File: config.mk
export PLATFORM = sky130hd
export DESIGN_NAME = codec_regport
export DESIGN_NICKNAME = d
export VERILOG_FILES = /design/src/rtl/codec_regport_pkg.sv /design/src/rtl/codec_busy_timer.sv /design/src/rtl/codec_index_reg.sv /design/src/rtl/codec_reg_bank.sv /design/src/rtl/codec_status.sv /design/src/rtl/codec_regport.sv
export SDC_FILE = /design/constraint.sdc
export NUM_CORES = 1
export LEC_CHECK = 0
export BUFFER_PORTS_ARGS = -buffer_cell sky130_fd_sc_hd__buf_2
export CORE_UTILIZATION = 40
export DETAILED_ROUTE_END_ITERATION = 7
export GPL_ROUTABILITY_DRIVEN = 0
export PLACE_DENSITY = 0.62
export SETUP_SLACK_MARGIN = 0.2
export SYNTH_ARGS = -nofsm -noshare
export SYNTH_HDL_FRONTEND = slang
export SYNTH_HIERARCHICAL = 1
export SYNTH_SLANG_ARGS = --single-unit
File: constraint.sdc
create_clock -name clk -period 2.95 [get_ports clk]
set_input_delay 0.295 -clock clk [delete_from_list [all_inputs] [get_ports clk]]
set_output_delay 0.295 -clock clk [all_outputs]
set_load 0.05 [all_outputs]
File: src/rtl/codec_regport_pkg.sv
package codec_regport_pkg;
  localparam int DATA_W = 8;
  localparam int IDX_W  = 5;

  typedef enum logic [1:0] {
    PORT_INDEX  = 2'd0,
    PORT_DATA   = 2'd1,
    PORT_STATUS = 2'd2,
    PORT_PIO    = 2'd3
  } port_sel_e;

  localparam logic [IDX_W-1:0] IDX_VOL_L  = 5'd6;
  localparam logic [IDX_W-1:0] IDX_VOL_R  = 5'd7;
  localparam logic [IDX_W-1:0] IDX_FORMAT = 5'd8;
  localparam logic [IDX_W-1:0] IDX_IFACE  = 5'd9;

  localparam int IX_TRD   = 5;
  localparam int IX_MCE   = 6;
  localparam int CFG_PLAY = 0;
  localparam int CFG_CAPT = 1;
  localparam int VOL_MUTE = 7;

  localparam logic [DATA_W-1:0] BUSY_PATTERN = 8'h80;
endpackage

File: src/rtl/codec_busy_timer.sv
module codec_busy_timer #(
  parameter int BUSY_CYCLES = 24
) (
  input  logic clk,
  input  logic rst,
  input  logic powerdown,
  output logic busy
);
  localparam int CW = $clog2(BUSY_CYCLES + 1);
  logic [CW-1:0] cnt_q;

  always_ff @(posedge clk) begin
    if (rst || powerdown) cnt_q <= CW'(BUSY_CYCLES);
    else if (cnt_q != '0) cnt_q <= cnt_q - CW'(1);
  end

  assign busy = powerdown || (cnt_q != '0);

  // the cycle after a reset edge always reports busy
  assert_busy_after_reset_R1: assert property (@(posedge clk) rst |=> busy);
endmodule

File: src/rtl/codec_index_reg.sv
module codec_index_reg
  import codec_regport_pkg::*;
(
  input  logic              clk,
  input  logic              rst,
  input  logic              wr_en,
  input  logic [DATA_W-1:0] wdata,
  output logic [IDX_W-1:0]  idx,
  output logic              trd,
  output logic              mce
);
  always_ff @(posedge clk) begin
    if (rst) begin
      idx <= '0;
      trd <= 1'b0;
      mce <= 1'b1;
    end else if (wr_en) begin
      idx <= wdata[IDX_W-1:0];
      trd <= wdata[IX_TRD];
      mce <= wdata[IX_MCE];
    end
  end

  // an index write lands the selected index on the next cycle
  assert_index_load_R2: assert property (@(posedge clk) disable iff (rst)
    wr_en |=> (idx == $past(wdata[IDX_W-1:0])));
endmodule

File: src/rtl/codec_reg_bank.sv
module codec_reg_bank
  import codec_regport_pkg::*;
#(
  parameter int REG_COUNT = 16
) (
  input  logic              clk,
  input  logic              rst,
  input  logic              wr_en,
  input  logic [IDX_W-1:0]  idx,
  input  logic [DATA_W-1:0] wdata,
  input  logic              mce,
  output logic [DATA_W-1:0] rd_value,
  output logic [DATA_W-1:0] fmt,
  output logic [DATA_W-1:0] iface,
  output logic [DATA_W-1:0] vol_l,
  output logic [DATA_W-1:0] vol_r
);
  localparam int SEL_W = $clog2(REG_COUNT);

  logic [DATA_W-1:0] regs [REG_COUNT];
  logic [SEL_W-1:0]  sel;
  logic              in_range;
  logic [DATA_W-1:0] cur, nxt;

  assign sel = idx[SEL_W-1:0];

  generate
    if (REG_COUNT == 32) begin : g_full
      assign in_range = 1'b1;
    end else begin : g_partial
      assign in_range = (idx < IDX_W'(REG_COUNT));
    end
  endgenerate

  always_comb begin
    cur = regs[sel];
    nxt = wdata;
    if (idx == IDX_FORMAT && !mce)
      nxt = cur;
    else if (idx == IDX_IFACE && !mce)
      nxt = {cur[DATA_W-1:2], wdata[CFG_CAPT], wdata[CFG_PLAY]};
  end

  always_ff @(posedge clk) begin
    if (rst) begin
      for (int i = 0; i < REG_COUNT; i++) regs[i] <= '0;
    end else if (wr_en && in_range) begin
      regs[sel] <= nxt;
    end
  end

  assign rd_value = in_range ? regs[sel] : '0;
  assign fmt      = regs[IDX_FORMAT[SEL_W-1:0]];
  assign iface    = regs[IDX_IFACE[SEL_W-1:0]];
  assign vol_l    = regs[IDX_VOL_L[SEL_W-1:0]];
  assign vol_r    = regs[IDX_VOL_R[SEL_W-1:0]];

  // format register frozen while mode change is disabled
  assert_format_locked_R4: assert property (@(posedge clk) disable iff (rst)
    !mce |=> $stable(fmt));
  // upper interface-configuration bits frozen while mode change is disabled
  assert_iface_locked_R4: assert property (@(posedge clk) disable iff (rst)
    !mce |=> $stable(iface[DATA_W-1:2]));
endmodule

File: src/rtl/codec_status.sv
module codec_status
  import codec_regport_pkg::*;
(
  input  logic              clk,
  input  logic              rst,
  input  logic              int_set,
  input  logic              err_set,
  input  logic              wr_clr,
  input  logic              rd_clr,
  input  logic [2:0]        cap_flags,
  input  logic [2:0]        play_flags,
  output logic              int_flag,
  output logic [DATA_W-1:0] status_byte
);
  logic err_flag;

  always_ff @(posedge clk) begin
    if (rst) begin
      int_flag <= 1'b0;
      err_flag <= 1'b0;
    end else begin
      if (int_set)     int_flag <= 1'b1;
      else if (wr_clr) int_flag <= 1'b0;
      if (err_set)     err_flag <= 1'b1;
      else if (rd_clr) err_flag <= 1'b0;
    end
  end

  assign status_byte = {cap_flags, err_flag, play_flags, int_flag};

  // a status write without a concurrent pulse clears the interrupt
  assert_int_clear_R8: assert property (@(posedge clk) disable iff (rst)
    (wr_clr && !int_set) |=> !int_flag);
  // a status read without a concurrent pulse clears the sample error
  assert_err_clear_R9: assert property (@(posedge clk) disable iff (rst)
    (rd_clr && !err_set) |=> !status_byte[4]);
endmodule

File: src/rtl/codec_regport.sv
module codec_regport
  import codec_regport_pkg::*;
#(
  parameter int REG_COUNT   = 16,
  parameter int BUSY_CYCLES = 24
) (
  input  logic        clk,
  input  logic        rst,
  input  logic [1:0]  host_addr,
  input  logic        host_wr,
  input  logic        host_rd,
  input  logic [7:0]  host_wdata,
  output logic [7:0]  host_rdata,
  input  logic        powerdown,
  input  logic        int_pulse,
  input  logic        err_pulse,
  input  logic [2:0]  cap_flags,
  input  logic [2:0]  play_flags,
  input  logic        drq_play_in,
  input  logic        drq_capt_in,
  input  logic [7:0]  pio_in,
  output logic [7:0]  pio_out,
  output logic        busy,
  output logic        dac_mute,
  output logic        irq,
  output logic        play_en,
  output logic        capt_en,
  output logic        dma_req_play,
  output logic        dma_req_capt,
  output logic [7:0]  data_format,
  output logic [7:0]  iface_cfg,
  output logic        mute_left,
  output logic        mute_right
);
  logic [IDX_W-1:0]  idx;
  logic              trd, mce;
  logic [DATA_W-1:0] bank_rd, status_byte, vol_l, vol_r, rd_mux;
  logic              wr_index, wr_data, wr_status, wr_pio, rd_status, hold_dma;

  assign wr_index  = host_wr && (host_addr == PORT_INDEX);
  assign wr_data   = host_wr && (host_addr == PORT_DATA) && !busy;
  assign wr_status = host_wr && (host_addr == PORT_STATUS);
  assign wr_pio    = host_wr && (host_addr == PORT_PIO);
  assign rd_status = host_rd && (host_addr == PORT_STATUS);

  codec_busy_timer #(.BUSY_CYCLES(BUSY_CYCLES)) u_busy (
    .clk(clk), .rst(rst), .powerdown(powerdown), .busy(busy)
  );

  codec_index_reg u_index (
    .clk(clk), .rst(rst), .wr_en(wr_index), .wdata(host_wdata),
    .idx(idx), .trd(trd), .mce(mce)
  );

  codec_reg_bank #(.REG_COUNT(REG_COUNT)) u_bank (
    .clk(clk), .rst(rst), .wr_en(wr_data), .idx(idx), .wdata(host_wdata),
    .mce(mce), .rd_value(bank_rd), .fmt(data_format), .iface(iface_cfg),
    .vol_l(vol_l), .vol_r(vol_r)
  );

  codec_status u_status (
    .clk(clk), .rst(rst), .int_set(int_pulse), .err_set(err_pulse),
    .wr_clr(wr_status), .rd_clr(rd_status), .cap_flags(cap_flags),
    .play_flags(play_flags), .int_flag(irq), .status_byte(status_byte)
  );

  always_comb begin
    case (host_addr)
      PORT_INDEX:  rd_mux = {busy, mce, trd, idx};
      PORT_DATA:   rd_mux = busy ? BUSY_PATTERN : bank_rd;
      PORT_STATUS: rd_mux = status_byte;
      default:     rd_mux = pio_in;
    endcase
  end

  always_ff @(posedge clk) begin
    if (rst) begin
      host_rdata <= '0;
      pio_out    <= '0;
    end else begin
      if (host_rd) host_rdata <= rd_mux;
      if (wr_pio)  pio_out    <= host_wdata;
    end
  end

  assign dac_mute     = mce;
  assign play_en      = iface_cfg[CFG_PLAY];
  assign capt_en      = iface_cfg[CFG_CAPT];
  assign hold_dma     = trd && irq;
  assign dma_req_play = drq_play_in && play_en && !hold_dma;
  assign dma_req_capt = drq_capt_in && capt_en && !hold_dma;
  assign mute_left    = vol_l[VOL_MUTE];
  assign mute_right   = vol_r[VOL_MUTE];

  // setting mode-change-enable through the index port mutes the DAC
  assert_mce_mutes_R5: assert property (@(posedge clk) disable iff (rst)
    (host_wr && host_addr == PORT_INDEX && host_wdata[IX_MCE]) |=> dac_mute);
  // no DMA request leaves while the interrupt holds transfers off
  assert_dma_held_R6: assert property (@(posedge clk) disable iff (rst)
    (trd && irq) |-> !(dma_req_play || dma_req_capt));
  // data-port read while busy yields the busy pattern
  assert_busy_read_R3: assert property (@(posedge clk) disable iff (rst)
    (busy && host_rd && host_addr == PORT_DATA) |=> (host_rdata == 8'h80));
  // polled-I/O write reaches pio_out on the next cycle
  assert_pio_write_R13: assert property (@(posedge clk) disable iff (rst)
    (host_wr && host_addr == PORT_PIO) |=> (pio_out == $past(host_wdata)));
endmodule

==> results of run 1 <==
## report_power, final
| part | internal, uW | switching [uW] | leakage [uW] |
|---|---|---|---|
| Sequential | 2480 | 50.3 | 0.00156 |
| Combinational | 160 | 331 | 0.00176 |
| Clock | 1490 | 857 | 0.000306 |
| Total | 4130 | 1240 | 0.00363 |
## final timing paths
check             cells past startpoint  slack [ps]            endpoint
setup / recovery                      9           8  u_bank/regs[15][3]
setup reg to reg                      9           8  u_bank/regs[15][3]
hold / removal                        3         110   u_status/err_flag
hold reg to reg                       2         470   u_status/err_flag
## critical path, cell delays in order, from the launching register on
cell and delay (ps):
dfxtp_2 320, inv_2 80, ha_4 130, or4b_4 460
or2_4 270, nor4bb_4 240, or3b_4 480, nor3_4 280
nand3_2 170, nand2b_4 200
## sequential cells by signal (all words and copies together), names as in the netlist
signal and count:
u_index/trd 1, host_rdata 8, u_bank/regs 128, u_status/err_flag 1
u_busy/cnt_q 5, pio_out 8, u_status/int_flag 1, u_index/idx 5
u_index/mce 1
## cell usage after synthesis (all sizes together), types with 11 or more instances
| master | count | area share, % |
|---|---|---|
| a22oi | 21 | 2.1 |
| buf | 37 | 3.8 |
| dfxtp | 30 | 7.9 |
| edfxtp | 128 | 51 |
| mux2i | 55 | 7.3 |
| mux4 | 12 | 3.6 |
| nand2 | 35 | 2.0 |
| nand2b | 23 | 1.9 |
| nand3 | 18 | 1.6 |
| nor2 | 147 | 7.3 |
| nor2b | 14 | 1.2 |
| o211ai | 11 | 1.1 |
## placed cells by master, fill, tap and decap left out, types with 14 or more instances in the layout
cell type,count
buf_4,33
nand2b_4,14
a22oi_1,21
nand2_1,27
nor2_4,37
nor2_1,90
dfxtp_1,27
clkbuf_16,17
edfxtp_1,128
buf_2,73
mux2i_1,55
nor2_2,20
## cells by family (layout without fill, tap and decap cells)
logic type,Yosys count,in the layout,synth area share (%)
AO/OA/AOI/OAI,74,74,7.093
XOR/XNOR,2,2,0.2315
adder cells (fa/ha/maj),2,2,0.3306
buffers and inverters,53,161,4.597
flip-flops,158,158,58.73
multiplexers,70,70,11.29
AND/OR/NAND/NOR,267,267,17.72
## final cells by class
cell class,count,area (um2),share of cell area [%]
clock inverter,13,193.9,2.038
multi-input combinational,415,3289,34.56
inverter,9,33.78,0.3550
clock buffer,19,432.9,4.549
timing repair buffer,120,829.5,8.717
tap,229,286.5,3.011
sequential,158,4451,46.77
## timing repair
action / 4_1_cts / 5_1_grt
setup endpoints to repair: 256 / 256
setup buffers: 6 / 2
gates resized for setup: 57 / 74
pin swaps: 58 / 5
## per-layer routing
layer / track usage (%) / wire length, um / vias to the layer above
met2: 33.88 / 9436 / 253
met1: 26.61 / 8186 / 2633
met5: 0 / 0 / -
li1: - / - / 2457
met3: 4.061 / 1400 / 31
met4: 7.866 / 476 / 0
## per-stage QoR
stage	utilization [%]	power [uW]	area (um2)	setup TNS [ps]	hold WS, ps
after floorplan	-	2890	7694	0	363.9
after global placement	45.65	3025	8341	0	457.6
after detailed placement	45.65	3036	8341	0	464.8
after CTS	50.45	5383	9218	0	92.01
after global routing	52.09	5526	9517	-9426	116.3
final	52.09	5373	9517	0	110.4
==> flow_summary_export.csv, run 1 <==
group,metric,value,unit
run_status,status,"completed",
synthesis,ys.flop_type,"edfxtp_1",
synthesis,ys_ff_latch,158,
floorplanning,coreArea,0.01827,mm2
clock_tree,htreeDepth,4,
synthesis,avgSynthCellArea,12.09,um2
floorplanning,io_pins,74,
floorplanning,start_util,41.42,%
setup_path,crit_path_end_kind,"register",
power_and_ir_drop,power_density,564.5,mW/mm2
synthesis,synthCells,626,
clock_tree,clk_pin_slew,60,ps
timing,max_freq,0.3399,GHz
power_and_ir_drop,leakage,0.003626,uW
timing,worst_pin_slew,861.1,ps
setup_path,startpoint,"u_busy/cnt_q[0]",
clock_tree,cts_tree,"done",
setup_path,critical_path_class,"reg -> reg",
run,cap_violations,0,
timing,drv_slew,0,
cells_and_area,drive_gt1_share,37.06,%
clock_tree,clk-insertion-delay-late,420,ps
synthesis,synthArstFlopShare,0,%
detailed_routing,via_count,5374,
timing,slew_headroom,42.37,%
clock_tree,hold_buffers,0,
synthesis,synth_edf_count,128,
detailed_routing,vias_per_cell,5.580,
clock_tree,cts_num_sinks,158,
timing,final-setup-viol-count,0,
min_path,min_from,"err_pulse",
setup_path,critPathMaxFanout,8,
cells_and_area,finalNonFillerCells,963,
detailed_routing,detail_route.first_pass.iterations,5,
clock_tree,cts_buffer_depth,2,
cells_and_area,diodes,0,
synthesis,ys_seq_area_share,58.73,%
placed_design,post-place-ws,50.97,ps
power_and_ir_drop,vdd_ir_drop_max,0.0003939,V
placed_design,dp_hpwl,13480,um
clock_tree,cts-root-buf,"clkbuf_16",
detailed_routing,routed_wl,19500,um
timing,fin_ws,7.588,ps
clock_tree,cts_buffers,17,
cells_and_area,final_nets,756,
setup_path,startpoint_type,"register",
cells_and_area,syn2layout_area_growth,25.76,%
placed_design,portBuffers,73,
global_routing,antenna_found_initial,0,
global_routing,grt_max_degree,45,
detailed_routing,post_drt_wl_per_cell,20.25,um
detailed_routing,antenna_left,0,
setup_path,rr_startpoint,"u_busy/cnt_q[0]",
setup_path,crit_arrival,3060,ps
timing,period_minus_slack,2942,ps
detailed_routing,drt-initial-drc-count,404,
timing,finalHoldViolCount,0,
floorplanning,fp.dieW,139.5,um
global_routing,grt_pass1_wl,29610,um
min_path,min_path_type,"in -> reg",
cells_and_area,num-fill-cells,1515,
timing,skew,4.954,ps
placed_design,dp_cells,923,
floorplanning,die-area,0.01947,mm2
global_routing,overflow,0,
global_routing,track_usage,20.49,%
setup_path,required,3070,ps
timing,rsz0062_at_grt,"true",
floorplanning,rows,49,
synthesis,synth.distinct_cells,54,
floorplanning,fp.dieH,139.5,um
detailed_routing,post-route-drc-count,0,
global_routing,grt_pass1_vias,5236,
synthesis,syn_area,0.007567,mm2
synthesis,ys_warn_count,6,
synthesis,synth_fp_nets,661,
timing,fin_crit_sh,99.74,%
(Power assumes the default switching activity.)
==> inputs of run 2 (changes only) <==
Settings changed: PLACE_DENSITY 0.62 to 0.58, RECOVER_POWER set to 50.
==> flow_summary_export.csv, run 2 (synthesis results as in run 1) <==
group,metric,value,unit
clock_tree,clk_pin_slew,70,ps
floorplanning,coreArea,0.01827,mm2
floorplanning,rows,49,
timing,fin_ws,15.51,ps
cells_and_area,seq_area,0.004451,mm2
timing,worst_pin_slew,1274,ps
detailed_routing,drt-initial-drc-count,377,
floorplanning,start_util,41.42,%
power_and_ir_drop,total_power,5246,uW
detailed_routing,antenna_left,0,
cells_and_area,final_nets,758,
timing,fin_setup_tns,0,ps
placed_design,portBuffers,73,
detailed_routing,routed_wl,19810,um
global_routing,overflow,0,
detailed_routing,post_drt_wl_per_cell,20.52,um
global_routing,grt_pass1_wl,29970,um
cells_and_area,syn2layout_area_growth,26.93,%
clock_tree,cts_buffers,17,
clock_tree,cts_num_sinks,158,
cells_and_area,diodes,0,
setup_path,critPathMaxFanout,8,
power_and_ir_drop,leakage,0.003504,uW
run_status,status,"completed",
cells_and_area,regMostFlops,"u_bank/regs",
clock_tree,cts_buffer_depth,2,
power_and_ir_drop,power_density,546.2,mW/mm2
setup_path,crit_arrival,3060,ps
setup_path,critical_path_class,"reg -> reg",
global_routing,grt_pass1_vias,5198,
cells_and_area,largestRegisters,"u_bank/regs: 128 flops, host_rdata: 8 flops, pio_out: 8 flops",
clock_tree,cts-root-buf,"clkbuf_16",
timing,slew_headroom,15.05,%
setup_path,startpoint_type,"register",
clock_tree,cts_tree,"done",
placed_design,post-place-ws,23.79,ps
run,cap_violations,0,
setup_path,startpoint,"u_busy/cnt_q[1]",
floorplanning,die-area,0.01947,mm2
cells_and_area,mostFrequentLayoutCells,"edfxtp_1, nor2_1, nor2_4",
floorplanning,io_pins,74,
min_path,min_path_type,"in -> reg",
global_routing,grt_max_degree,45,
cells_and_area,drive_gt1_share,34.10,%
setup_path,required,3070,ps
timing,final-setup-viol-count,0,
timing,fin_crit_sh,99.47,%
timing,skew,9.965,ps
setup_path,crit_path_end_kind,"register",
timing,period_minus_slack,2934,ps
floorplanning,fp.dieH,139.5,um
detailed_routing,vias_per_cell,5.480,
timing,max_freq,0.3408,GHz
global_routing,antenna_found_initial,1,
clock_tree,htreeDepth,4,
detailed_routing,post-route-drc-count,0,
placed_design,dp_hpwl,13800,um
global_routing,track_usage,20.95,%
detailed_routing,detail_route.first_pass.iterations,5,
timing,finalHoldViolCount,0,
cells_and_area,mostFrequentLayoutCell,"edfxtp_1",
floorplanning,fp.dieW,139.5,um
setup_path,rr_startpoint,"u_busy/cnt_q[1]",
timing,drv_slew,0,
timing,rsz0062_at_grt,"true",
min_path,min_from,"powerdown",
detailed_routing,via_count,5288,
cells_and_area,multiInputGateArea,0.003447,mm2
cells_and_area,largest_reg_flops,128,
cells_and_area,num-fill-cells,1583,
clock_tree,clk-insertion-delay-late,430,ps
power_and_ir_drop,vdd_ir_drop_max,0.0004002,V
-- run 2: area by class of cell --
type / instances / area share, %
flip-flops and latches: 158 / 46.33
clock buffers: 23 / 5.419
clock inverters: 9 / 0.9509
repair buffers: 122 / 8.076
inverters: 9 / 0.3517
multi-input cells: 415 / 35.89
well taps: 229 / 2.983
-- run 2: critical path: stages, from the launching register on --
cell	delay [ps]
dfxtp_2	320
inv_2	80
ha_4	120
or4b_4	450
or2_4	250
nor4bb_1	260
or3b_4	500
nor3_4	270
nand3_2	190
nand2b_4	190
-- run 2: final timing paths --
path	end	slack (ps)	depth (start not counted)
worst max-delay path	u_bank/regs[13][6]	20	9
worst min-delay path	u_busy/cnt_q[1]	100	2
worst max register to register	u_bank/regs[13][6]	20	9
worst min register to register	host_rdata[2]	480	2
-- run 2: what timing repair did --
| item | 4_1_cts | 5_1_grt |
|---|---|---|
| pin swaps | 39 | 37 |
| setup endpoints to repair | 254 | 256 |
| buffers inserted | 5 | 0 |
| gates resized for setup | 56 | 129 |
| cloned | 0 | 0 |
| hold buffers | 0 | 0 |
-- run 2: stage by stage --
stage | cells | hold WS (ps) | util (%) | instance area, um2
6_report | 965 | 98.06 | 52.58 | 9605
5_1_grt | 965 | 85.67 | 52.58 | 9605
4_1_cts | 965 | 80.24 | 50.49 | 9225
3_5_place_dp | 928 | 471.9 | 45.79 | 8366
3_3_place_gp | 928 | 452.3 | 45.79 | 8366
2_1_floorplan | 626 | 363.9 | - | 7694
-- run 2: where the power goes --
group | internal, uW | switching [uW]
Combinational | 151 | 337
Sequential | 2480 | 51.2
Clock | 1340 | 886
Total | 3970 | 1270
-- run 2: per-layer routing --
metal / up-vias / wire length (um) / GRT usage (%)
met4: 0 / 564 / 7.056
li1: 2464 / - / -
met3: 37 / 1225 / 4.267
met2: 192 / 9597 / 34.96
met1: 2595 / 8418 / 27.27
met5: - / 0 / 0
==> inputs of run 3 (changes only) <==
Settings changed: CORE_MARGIN set to 5, CORE_UTILIZATION 40 to 50, PLACE_DENSITY 0.58 to 0.7, RECOVER_POWER 50 to 100.
==> flow_summary_export.csv, run 3 (synthesis results as in run 1) <==
group,metric,value,unit
run_status,status,"completed",
cells_and_area,mostFrequentLayoutCell,"edfxtp_1",
placed_design,portBuffers,73,
power_and_ir_drop,pwr-share-comb,9.3,%
cells_and_area,regMostFlops,"u_bank/regs",
floorplanning,rows,45,
floorplanning,fp.dieW,133.0,um
timing,finalHoldViolCount,0,
cells_and_area,drive_gt1_share,39.65,%
clock_tree,cts-root-buf,"clkbuf_16",
cells_and_area,finalNonFillerCells,922,
timing,fin_setup_tns,0,ps
global_routing,antenna_found_initial,0,
global_routing,grt_max_degree,45,
setup_path,rr_worst_depth,10,
detailed_routing,top_layer,"met4",
power_and_ir_drop,clkPwrFrac,43.8,%
power_and_ir_drop,power_density,556.0,mW/mm2
detailed_routing,routed_wl,20420,um
detailed_routing,drt-initial-drc-count,489,
timing,slew_headroom,22.14,%
timing,final-setup-viol-count,0,
timing,fin_crit_sh,99.87,%
clock_tree,cts_buffer_depth,2,
floorplanning,coreArea,0.01503,mm2
power_and_ir_drop,switching_share,23.25,%
detailed_routing,wl_met3,1704,um
min_path,min_to,"u_busy/cnt_q[1]",
power_and_ir_drop,vdd_ir_drop_max,0.0004060,V
setup_path,r2r_setup_slack,4,ps
placed_design,post-place-ws,29.04,ps
global_routing,track_usage,22.69,%
timing,rsz0062_at_grt,"true",
detailed_routing,via_count,5478,
global_routing,grt_pass1_vias,5363,
clock_tree,cts_num_sinks,158,
cells_and_area,num-fill-cells,1089,
timing,skew,7.417,ps
timing,max_freq,0.3394,GHz
setup_path,required,3230,ps
setup_path,crit_path_end_kind,"register",
setup_path,worst_r2r_endpoint,"u_bank/regs[0][4]",
run,cap_violations,0,
placed_design,dp_cells,883,
clock_tree,cts_tree,"done",
cells_and_area,final_cell_area,0.009709,mm2
power_and_ir_drop,internal_power,4143,uW
setup_path,rr_startpoint,"u_busy/cnt_q[1]",
cells_and_area,mostFrequentLayoutCells,"edfxtp_1, buf_2, nor2_1",
timing,period_minus_slack,2946,ps
cells_and_area,largestRegisters,"u_bank/regs: 128 flops, host_rdata: 8 flops, pio_out: 8 flops",
detailed_routing,detail_route.first_pass.iterations,5,
detailed_routing,wl_met2,10140,um
detailed_routing,post-route-drc-count,0,
setup_path,critical_path_class,"reg -> reg",
power_and_ir_drop,leakage,0.003690,uW
detailed_routing,antenna_left,0,
min_path,min_path_type,"in -> reg",
min_path,hold_depth,2,
clock_tree,hold_buffers,0,
floorplanning,io_pins,74,
setup_path,crit_arrival,3230,ps
timing,worst_pin_slew,1168,ps
floorplanning,die-area,0.01769,mm2
setup_path,startpoint_type,"register",
min_path,min_from,"powerdown",
setup_path,critPathMaxFanout,8,
detailed_routing,vias_per_cell,5.941,
placed_design,postPlaceCellArea,0.008284,mm2
timing,fin_ws,3.720,ps
timing,drv_slew,0,
cells_and_area,syn2layout_area_growth,28.31,%
floorplanning,start_util,50.34,%
floorplanning,fp.dieH,133.0,um
cells_and_area,largest_reg_flops,128,
power_and_ir_drop,pwr-share-seq,46.8,%
clock_tree,clk_pin_slew,60,ps
clock_tree,cts_buffers,17,
global_routing,grt_pass1_wl,30420,um
detailed_routing,post_drt_wl_per_cell,22.15,um
placed_design,dp_hpwl,13680,um
clock_tree,htreeDepth,4,
clock_tree,clk-insertion-delay-late,430,ps
detailed_routing,wirelength_met1,8073,um
global_routing,overflow,0,
cells_and_area,diodes,0,
cells_and_area,final_nets,756,
power_and_ir_drop,power.switching,1255,uW
-- run 3: cell count changes in the layout (fill, tap and decap cells not counted), moves of 3 or more --
cell,before,now
buf_2,31,72
clkbuf_1,45,6
buf_12,4,8
buf_6,10,7
clkbuf_16,19,22
clkbuf_8,3,0
inv_4,3,0
nor2_1,73,70
o21ai_0,6,3
o21ai_1,1,4
-- run 3: metrics by stage --
step | hold WS [ps] | total power, uW | utilization (%)
4_1_cts | 93.28 | 5385 | 60.79
3_5_place_dp | 466.0 | 3032 | 55.11
3_3_place_gp | 457.7 | 3021 | 55.11
2_1_floorplan | 363.9 | 2890 | -
5_1_grt | 111.3 | 5561 | 64.59
6_report | 107.3 | 5398 | 64.59
-- run 3: timing repair --
item / 4_1_cts / 5_1_grt
setup endpoints to repair: 255 / 257
pin swaps: 36 / 52
resized for setup: 43 / 146
buffers inserted: 6 / 1
hold endpoints to repair: 0 / 0
-- run 3: how the worst max path moves through the flow --
stage                         start                 end  slack [ps]
finish              u_busy/cnt_q[1]   u_bank/regs[0][4]           4
global placement    u_busy/cnt_q[0]  u_bank/regs[11][3]          80
floorplan           u_busy/cnt_q[0]   u_bank/regs[9][0]           1
global route        u_busy/cnt_q[1]   u_bank/regs[0][6]         -60
detailed placement  u_busy/cnt_q[0]  u_bank/regs[11][6]          30
CTS                 u_busy/cnt_q[0]   u_bank/regs[5][7]          60
-- run 3: layout make-up --
| type | instances | area, um2 | area share [%] |
|---|---|---|---|
| multi-input cells | 415 | 3470 | 35.73 |
| clock buffers | 26 | 565.5 | 5.825 |
| well taps | 188 | 235.2 | 2.423 |
| repair buffers | 120 | 867.1 | 8.930 |
| flip-flops and latches | 158 | 4451 | 45.84 |
| clock inverters | 6 | 87.58 | 0.9021 |
| inverters | 9 | 33.78 | 0.3479 |
-- run 3: power by group through the flow --
| stage | registers, uW | clock network, uW | logic, uW |
|---|---|---|---|
| final | 2530 | 2370 | 503 |
| after global routing | 2530 | 2500 | 530 |
| after CTS | 2530 | 2390 | 468 |
| after detailed placement | 2580 | 0 | 456 |
| after global placement | 2570 | 0 | 449 |
| after floorplan | 2620 | 0 | 266 |
-- run 3: worst max-delay path, cell delays in order (launching register included) --
cell and delay [ps]:
dfxtp_2 320, inv_2 70, ha_4 130, or4b_4 450, or2_4 250, nor4bb_1 270
or3b_4 510, nor3_2 250, nand2_1 200, buf_4 230, nor2_1 120
-- run 3: per-layer routing --
layer | up-vias | global-route usage [%]
met5 | - | 0
li1 | 2455 | -
met2 | 284 | 38.18
met3 | 52 | 6.084
met1 | 2687 | 28.38
met4 | 0 | 7.794
